File: config.mk
export PLATFORM = sky130hd
export DESIGN_NAME = vsp_serial_port
export DESIGN_NICKNAME = d
export VERILOG_FILES = /design/src/rtl/vsp_pkg.sv /design/src/rtl/vsp_sclk_gen.sv /design/src/rtl/vsp_tx.sv /design/src/rtl/vsp_rx.sv /design/src/rtl/vsp_serial_port.sv
export SDC_FILE = /design/constraint.sdc
export NUM_CORES = 1
export LEC_CHECK = 0
export ABC_CLOCK_PERIOD_IN_PS = 2000
export BUFFER_PORTS_ARGS = -buffer_cell sky130_fd_sc_hd__buf_4
export CORE_ASPECT_RATIO = 1.5
export CORE_MARGIN = 2
export CORE_UTILIZATION = 45
export DETAILED_ROUTE_END_ITERATION = 8
export HOLD_SLACK_MARGIN = 0.03
export PLACE_DENSITY = 0.67
export SLEW_MARGIN = 20
export SYNTH_ARGS = -nofsm -noshare
export SYNTH_HDL_FRONTEND = slang
export SYNTH_SLANG_ARGS = --single-unit
export TNS_END_PERCENT = 5
File: constraint.sdc
create_clock -name clk -period 2 [get_ports clk]
set_input_delay 0.1 -clock clk [delete_from_list [all_inputs] [get_ports clk]]
set_output_delay 0.1 -clock clk [all_outputs]
set_load 0.01 [all_outputs]
File: src/rtl/vsp_pkg.sv
`timescale 1ns/1ps
package vsp_pkg;
    localparam int unsigned VSP_WORD_W   = 16;
    localparam int unsigned VSP_DIV      = 5;
    localparam int unsigned VSP_LOW_LEN  = 3;
    localparam int unsigned VSP_FRAME_LEN = 325;

    // Kind of an inbound word, level of the type line at the sync sample.
    typedef enum logic {
        KIND_CTRL = 1'b0,
        KIND_DATA = 1'b1
    } word_kind_e;

    // One-cycle-ahead strobes: the coming clk edge is a serial rise / fall.
    typedef struct packed {
        logic rise;
        logic fall;
    } sclk_evt_t;

    typedef struct packed {
        logic [VSP_WORD_W-1:0] bits;
        word_kind_e            kind;
    } rx_word_t;

    function automatic int unsigned cnt_w(input int unsigned n);
        return (n > 1) ? $clog2(n) : 1;
    endfunction
endpackage

File: src/rtl/vsp_sclk_gen.sv
`timescale 1ns/1ps
module vsp_sclk_gen
    import vsp_pkg::*;
#(
    parameter int unsigned DIV     = VSP_DIV,
    parameter int unsigned LOW_LEN = VSP_LOW_LEN
) (
    input  logic      clk,
    input  logic      rst,
    output logic      sclk,
    output sclk_evt_t evt
);
    localparam int unsigned PW = cnt_w(DIV);

    logic [PW-1:0] ph;
    logic [PW-1:0] ph_nx;

    always_comb begin
        ph_nx    = (ph == PW'(DIV - 1)) ? '0 : ph + PW'(1);
        evt.rise = (ph_nx == PW'(LOW_LEN));
        evt.fall = (ph_nx == '0);
    end

    always_ff @(posedge clk) begin
        if (rst) begin
            ph   <= '0;
            sclk <= 1'b0;
        end else begin
            ph   <= ph_nx;
            sclk <= (ph_nx >= PW'(LOW_LEN));
        end
    end
endmodule

File: src/rtl/vsp_tx.sv
`timescale 1ns/1ps
module vsp_tx
    import vsp_pkg::*;
#(
    parameter int unsigned WORD_W    = VSP_WORD_W,
    parameter int unsigned FRAME_LEN = VSP_FRAME_LEN
) (
    input  logic              clk,
    input  logic              rst,
    input  logic              cs,
    input  logic              rise,
    input  logic [WORD_W-1:0] word_in,
    output logic              sync_q,
    output logic              sdo_q,
    output logic              take
);
    localparam int unsigned FW = cnt_w(FRAME_LEN);
    localparam int unsigned CW = cnt_w(WORD_W);

    logic [FW-1:0]     fcnt;
    logic [WORD_W-1:0] sh;
    logic [CW-1:0]     left;
    logic              frame_start;

    assign frame_start = rise && (fcnt == FW'(FRAME_LEN - 1));

    // Free-running frame timer; reset to the last slot so the first frame
    // starts at the first serial rising edge.
    always_ff @(posedge clk) begin
        if (rst) begin
            fcnt <= FW'(FRAME_LEN - 1);
        end else if (rise) begin
            fcnt <= frame_start ? '0 : fcnt + FW'(1);
        end
    end

    always_ff @(posedge clk) begin
        if (rst) begin
            sync_q <= 1'b0;
            sdo_q  <= 1'b0;
            sh     <= '0;
            left   <= '0;
            take   <= 1'b0;
        end else begin
            take <= 1'b0;
            if (!cs) begin
                sync_q <= 1'b0;
                sdo_q  <= 1'b0;
                left   <= '0;
            end else if (rise) begin
                sync_q <= frame_start;
                if (sync_q) begin
                    sdo_q <= sh[WORD_W-1];
                    sh    <= sh << 1;
                    left  <= CW'(WORD_W - 1);
                end else if (left != '0) begin
                    sdo_q <= sh[WORD_W-1];
                    sh    <= sh << 1;
                    left  <= left - CW'(1);
                end else begin
                    sdo_q <= 1'b0;
                end
                if (frame_start) begin
                    sh   <= word_in;
                    take <= 1'b1;
                end
            end
        end
    end
endmodule

File: src/rtl/vsp_rx.sv
`timescale 1ns/1ps
module vsp_rx
    import vsp_pkg::*;
#(
    parameter int unsigned WORD_W = VSP_WORD_W
) (
    input  logic     clk,
    input  logic     rst,
    input  logic     cs,
    input  logic     fall,
    input  logic     sdi,
    input  logic     fs,
    input  logic     kind_in,
    output logic     valid,
    output rx_word_t word_out
);
    localparam int unsigned CW = cnt_w(WORD_W + 1);

    logic [CW-1:0]     cnt;
    logic [WORD_W-1:0] sh;
    logic [WORD_W-1:0] sh_nx;
    word_kind_e        kind_pend;

    assign sh_nx = {sh[WORD_W-2:0], sdi};

    always_ff @(posedge clk) begin
        if (rst) begin
            cnt       <= '0;
            sh        <= '0;
            kind_pend <= KIND_CTRL;
            valid     <= 1'b0;
            word_out  <= '{bits: '0, kind: KIND_CTRL};
        end else begin
            valid <= 1'b0;
            if (!cs) begin
                cnt <= '0;
            end else if (fall) begin
                if (cnt == '0) begin
                    if (fs) begin
                        cnt       <= CW'(WORD_W);
                        kind_pend <= word_kind_e'(kind_in);
                    end
                end else begin
                    sh  <= sh_nx;
                    cnt <= cnt - CW'(1);
                    if (cnt == CW'(1)) begin
                        word_out <= '{bits: sh_nx, kind: kind_pend};
                        valid    <= 1'b1;
                        if (fs) begin
                            cnt       <= CW'(WORD_W);
                            kind_pend <= word_kind_e'(kind_in);
                        end
                    end
                end
            end
        end
    end
endmodule

File: src/rtl/vsp_serial_port.sv
`timescale 1ns/1ps
module vsp_serial_port
    import vsp_pkg::*;
#(
    parameter int unsigned WORD_W    = VSP_WORD_W,
    parameter int unsigned DIV       = VSP_DIV,
    parameter int unsigned LOW_LEN   = VSP_LOW_LEN,
    parameter int unsigned FRAME_LEN = VSP_FRAME_LEN
) (
    input  logic              clk,
    input  logic              rst,
    input  logic              cs,
    input  logic              ser_in,
    input  logic              in_sync,
    input  logic              word_type,
    input  logic [WORD_W-1:0] tx_word,
    output logic              ser_clk,
    output logic              ser_out,
    output logic              out_sync,
    output logic              pins_en,
    output logic              tx_take,
    output logic              rx_valid,
    output logic [WORD_W-1:0] rx_word,
    output logic              rx_is_data
);
    sclk_evt_t evt;
    logic      sclk_int;
    logic      ofs_int;
    logic      sdo_int;
    rx_word_t  rx_q;

    vsp_sclk_gen #(.DIV(DIV), .LOW_LEN(LOW_LEN)) u_clkgen (
        .clk (clk),
        .rst (rst),
        .sclk(sclk_int),
        .evt (evt)
    );

    vsp_tx #(.WORD_W(WORD_W), .FRAME_LEN(FRAME_LEN)) u_tx (
        .clk    (clk),
        .rst    (rst),
        .cs     (cs),
        .rise   (evt.rise),
        .word_in(tx_word),
        .sync_q (ofs_int),
        .sdo_q  (sdo_int),
        .take   (tx_take)
    );

    vsp_rx #(.WORD_W(WORD_W)) u_rx (
        .clk     (clk),
        .rst     (rst),
        .cs      (cs),
        .fall    (evt.fall),
        .sdi     (ser_in),
        .fs      (in_sync),
        .kind_in (word_type),
        .valid   (rx_valid),
        .word_out(rx_q)
    );

    // Pads are released by cs; internally the outputs read low meanwhile.
    assign pins_en    = cs;
    assign ser_clk    = cs & sclk_int;
    assign ser_out    = cs & sdo_int;
    assign out_sync   = cs & ofs_int;
    assign rx_word    = rx_q.bits;
    assign rx_is_data = (rx_q.kind == KIND_DATA);
endmodule

* Word level (Yosys, flattened, before mapping)
Index checks and enable logic that the tools add are counted.
Word-level totals: register bits after elaboration 75, bits of input ports 22, output and inout port bits 23
Operators by class: $add $sub $neg 4, magnitude comparators 1, equality and inequality tests 5, mux-type cells 18, bitwise operators 7, reduce and logical (&&, ||, !) cells 16
Operators by type and width (number):
- $mux W16 | 3
- $mux W5 | 4
- $add A9 B1 Y9 const B | 1
- $eq A9 B9 Y1 const B | 1
- $mux W9 | 1
- $reduce_and A3 Y1 | 3
- $mux W4 | 2
- $mux W1 | 7
- $eq A5 B1 Y1 const B | 1
- $logic_not A5 Y1 | 1
- $sub A5 B1 Y5 const B | 1
- $not A1 Y1 | 4
- $reduce_and A2 Y1 | 2
- $reduce_and A4 Y1 | 1
- $reduce_bool A2 Y1 | 2
- $reduce_bool A4 Y1 | 1
- $reduce_or A4 Y1 | 1
- $sub A4 B1 Y4 const B | 1
- $add A3 B1 Y3 const B | 1
- $and A1 B1 Y1 | 3
- $eq A3 B2 Y1 const B | 1
- $eq A3 B3 Y1 const B | 1
- $ge A3 B2 Y1 const B | 1
- $logic_not A3 Y1 | 1
- other kinds (6) | 6

* Depth between registers and ports, before layout
word-level depth 6, mapped depth 8

* By module
A second synthesis with hierarchy kept.
Second synthesis, totals: cells, all modules 420, area, all modules 3402.0 µm²
Modules (own cells, without submodules):
- vsp_tx | instances 1, cells each 209, area an instance 1654.1 µm², seq. area each 640.6 µm²
- vsp_rx | instances 1, cells each 185, area an instance 1517.7 µm², seq. area each 780.7 µm²
- vsp_sclk_gen | instances 1, cells each 22, area an instance 203.9 µm², seq. area each 80.1 µm²
- vsp_serial_port | instances 1, cells each 4, area an instance 26.3 µm², seq. area each 0.0 µm²

* Worst setup path before layout
Ideal clock, no wire load.
path kind register to register, start register u_clkgen.ph[0], end register u_tx.sh[5], data arrival time 1802 ps, data required time 1869 ps, setup slack 68 ps, stages on the path, launching flop included 8, buffers on the path 1, clock period less this slack 1932 ps, path through dfxtp_1 > ha_1 > nor2b_2 > or3_4 > nor2_8 > buf_6 > mux2i_1 > o2bb2ai_1
Between the ends: word-level cells in the longest chain between the ends 6
Ends and longest elaborated chain:
- from (decl) | RTL line vsp_sclk_gen.sv:15 | logic [PW-1:0] ph;
- from (signal assigned) | RTL line vsp_sclk_gen.sv:29 | ph <= ph_nx;
- $add A3 B1 Y3 / $eq A3 B3 Y1 (equally long branches) | RTL line vsp_sclk_gen.sv:19 | ph_nx = (ph == PW'(DIV - 1)) ? '0 : ph + PW'(1);
- $mux W3 (*) | RTL line vsp_sclk_gen.sv:19
- $eq A3 B2 Y1 (*) | RTL line vsp_sclk_gen.sv:20 | evt.rise = (ph_nx == PW'(LOW_LEN));
- $logic_and A1 B1 Y1 | RTL line vsp_tx.sv:25 | assign frame_start = rise && (fcnt == FW'(FRAME_LEN - 1));
- $reduce_bool A3 Y1 (no line)
- $reduce_and A3 Y1 (no line)
- to (signal assigned) | RTL line vsp_tx.sv:54 | sh <= sh << 1;
- to (signal assigned) | RTL line vsp_tx.sv:58 | sh <= sh << 1;
- to (signal assigned) | RTL line vsp_tx.sv:64 | sh <= word_in;
- to (decl) | RTL line vsp_tx.sv:21 | logic [WORD_W-1:0] sh;
Every way passes the cells marked *; elsewhere a longest branch is shown, timed or not. A chain may end at the register's enable or synchronous reset.

* Final worst setup path
start register u_clkgen.ph[0], end register u_tx.sh[4]
The elaborated chain is that of the path after synthesis.

==> impl_metrics.csv <==
group,metric,value,unit
final_layout,syn2layout_area_growth,27.41,%
sta,clock_skew,0.008015,ns
detailed_routing,vias,2677,
sta,slew_headroom,58.85,%
detailed_routing,dr.pass1.iters,4,
synthesis,ys_seq_area_share,46.07,%
sta,hold_violations,0,
clock_network,clkLatencyLatePin,0.35,ns
power,power.leakage,1.564,nW
detailed_routing,top_layer_used,"met4",
detailed_routing,wl_met3,252,µm
critical_path,cp_max_fo,15,
clock_network,cts_tree,"built",
synthesis,synth_edf_count,0,
clock_network,clock_path_buffers,2,
detailed_routing,postRouteAntennaNets,0,
die,die_x,73.49,µm
detailed_routing,wl_met2,3.449,mm
placement,place_ws,-0.1234,ns
die,core,7132,µm²
final_layout,utilization,58.23,%
die,start_util,45.70,%
synthesis,synth_flop_cell,"dfxtp_1",
detailed_routing,drcViolationCount,0,
synthesis,syn_inst,347,
die,dieHeight,108.2,µm
sta,worst_slack,0.1073,ns
synthesis,synth_cell_types,50,
synthesis,syn-cell-area,3259,µm²
synthesis,avgSynthCellArea,9.393,µm²
critical_path,arrival,2.14,ns
sta,finalCritPeriodShare,94.64,%
placement,port-buffer-count,44,
final_layout,antenna-diode-count,0,
critical_path,startpoint,"u_clkgen.ph[0]",
power,peakVddDrop,0.5694,mV
global_route,grt_max_degree,45,
sta,max_freq,0.5283,GHz
worst_hold_path,hp-start,"tx_word[0]",
critical_path,cp_top_family,"simple AND/OR/NAND/NOR gates",
clock_network,clock-root-buffer,"clkbuf_8",
critical_path,worstSetupPathType,"reg2reg",
final_layout,drive_gt1_share,22.41,%
status,status,"complete, no violations",
sta,finalSetupViolations,0,
die,num_rows,38,
synthesis,ys_ff_latch,75,
sta,tightest_slew,0.6160,ns
sta,hold_slack,0.06326,ns
global_route,antenna_found_initial,0,
critical_path,required,2.24,ns
synthesis,synthArstFlopShare,0,%
sta,final-max-slew-violation-count,0,
synthesis,syn-num-nets,378,
detailed_routing,routed_via_density,5.312,
critical_path,max_stage_delay,0.44,ns
placement,globalplace.congestion,0.8165,
critical_path,cp-end-kind,"register",
die,die_area,7954,µm²
placement,dp_hpwl,4.699,mm
clock_network,cts_max_level,3,
global_route,gr-total-overflow,0,
sta,period_minus_slack,1.893,ns
clock_network,clkTransAtPathRegs,0.08,ns
worst_hold_path,hp-class,"in2reg",
critical_path,cp_slowest_cell,"or3_4",
detailed_routing,routed_wl,6.733,mm
global_route,grt_pass1_vias,2681,
job,maxCapViolations,0,
critical_path,cp_cell_sequence,"ha_2 > nor2b_2 > or3_4 > nor2_8 > buf_12 > mux2i_1 > o2bb2ai_1",
critical_path,crit_buf_inv,1,
detailed_routing,m1WireLength,2.918,mm
clock_network,cts.sinks,75,
global_route,grt_pass1_wl,11.65,mm
detailed_routing,detail_route.wl_per_cell,13.36,µm
die,ios,45,
power,power_density,755.8,nW/µm²
synthesis,yosysWarningCount,0,
detailed_routing,drt_iter0_markers,80,
global_route,grt_use_total,18.69,%
clock_network,cts_buffers,9,
final_layout,fin_nets,450,
critical_path,timing.rr.start,"u_clkgen.ph[0]",
critical_path,startpoint_type,"register",
==> layout make-up <==
| class | instances | area (µm²) |
|---|---|---|
| fill | 614 | 2979 |
| multi-input combinational | 241 | 1613 |
| sequential | 75 | 1501 |
| timing repair buffer | 81 | 688.2 |
| clock buffer | 10 | 137.6 |
| tap | 80 | 100.1 |
| clock inverter | 6 | 71.32 |
| inverter | 11 | 41.29 |
==> state kept, by name (all words and copies together), names as in the netlist <==
| signal | count |
|---|---|
| u_clkgen.sclk | 1 |
| u_tx.left | 4 |
| u_tx.sh | 16 |
| u_rx.valid | 1 |
| u_tx.fcnt | 9 |
| u_rx.word_out | 17 |
| u_rx.cnt | 5 |
| u_tx.sync_q | 1 |
| u_tx.take | 1 |
| u_rx.kind_pend | 1 |
| u_clkgen.ph | 3 |
| u_rx.sh | 15 |
| u_tx.sdo_q | 1 |
==> placed cells by master (no fill, tap or decap), drive strengths merged, types with 2 or more instances in the layout <==
cell type | netlist | final
xnor2 | 4 | 4
clkbuf | 8 | 10
and3 | 2 | 2
a21oi | 27 | 27
inv | 11 | 13
o211ai | 3 | 3
a21o | 2 | 2
o2bb2ai | 15 | 15
dfxtp | 75 | 75
ha | 9 | 9
nor3b | 4 | 4
a211oi | 2 | 2
xor2 | 3 | 3
a31o | 2 | 2
nand2 | 53 | 53
buf | 12 | 64
mux2i | 34 | 34
nor2 | 29 | 29
nor2b | 4 | 4
dlygate4sd3 | 0 | 17
and2 | 4 | 4
o21ai | 4 | 4
nor4 | 2 | 2
or3 | 3 | 3
nor3 | 11 | 11
o311ai | 2 | 2
a31oi | 2 | 2
clkinvlp | 0 | 2
nand3 | 7 | 7
==> per-layer routing <==
metal	up-vias	GRT usage, %
li1	1356	-
met1	1268	21.24
met2	44	32.59
met3	9	4.660
met4	0	7.792
met5	-	0
==> worst register-to-register path: cells and delay by family (launching register included) <==
kind | cells | cell delay, ns
AOI/OAI and AO/OA | 1 | 0.07
adders and majority gates | 1 | 0.22
buffers and inverters | 1 | 0.18
DFF | 1 | 0.33
muxes | 1 | 0.22
and+or+nand+nor | 3 | 0.78
==> power breakdown <==
group,internal (W),switching (W),leakage [nW]
registers,0.00152,0.0000188,0.605
logic,0.000197,0.000201,0.859
clock network,0.000620,0.000583,0.0995
==> metrics by stage <==
step                      instance area (µm²)  total power, W  std cells  setup TNS, ns
after floorplan                          3259        0.001811        347              0
final                                    4153        0.003139        504              0
after global placement                   3731        0.001930        470        -0.8196
after detailed placement                 3731        0.001935        470         -1.661
after global routing                     4153        0.003272        504     -0.0008176
after CTS                                4120        0.003165        503              0
==> cell families after synthesis <==
| logic type | after synthesis | share of synthesized area, % |
|---|---|---|
| xor+xnor | 7 | 1.881 |
| simple gates | 127 | 19.27 |
| flops | 75 | 46.07 |
| mux | 34 | 10.44 |
| fa+ha+maj | 9 | 3.455 |
| buf+inv | 31 | 5.144 |
| compound gates | 64 | 13.74 |
==> cells in the mapped netlist, types with 2 or more instances <==
master      n  area, µm²
nor4_1      2      12.51
nor2_1     28      105.1
o211ai_1    3      22.52
ha_1        9      112.6
nor3_2      2      20.02
nor2b_1     3      18.77
inv_1      11      41.29
a21o_1      2      15.01
buf_6       3      33.78
buf_4       3      22.52
a31oi_1     2      12.51
mux2i_1    34      340.3
a21oi_1    26      130.1
and2_1      4      25.02
buf_2       5      25.02
and3_1      2      12.51
nand3_1     7      35.03
a211oi_1    2      15.01
dfxtp_1    75       1501
nor3_1      9      45.04
xor2_1      3      26.28
xnor2_1     4      35.03
or3_1       2      12.51
o311ai_0    2      17.52
nand2_1    53      198.9
o2bb2ai_1  15      131.4
nor3b_1     3      22.52
o21ai_0     4      20.02
clkbuf_1    8      30.03
==> worst paths after layout <==
kind	endpoint	slack [ns]	cells past startpoint
hold / removal	u_tx.sh[0]	0.06	3
setup reg to reg	u_tx.sh[4]	0.11	7
hold reg to reg	u_tx.sdo_q	0.45	2
setup / recovery	u_tx.sh[4]	0.11	7
==> repair_timing <==
| item | 4_1_cts | 5_1_grt |
|---|---|---|
| hold buffers | 17 | 0 |
| hold endpoints to repair | 18 | 0 |
| setup buffers | 0 | 1 |
| endpoints found under the setup margin | 18 | 35 |
| resized for setup | 2 | 4 |
| pin swaps | 0 | 2 |
Note: power is estimated with default switching activity, not from simulation.
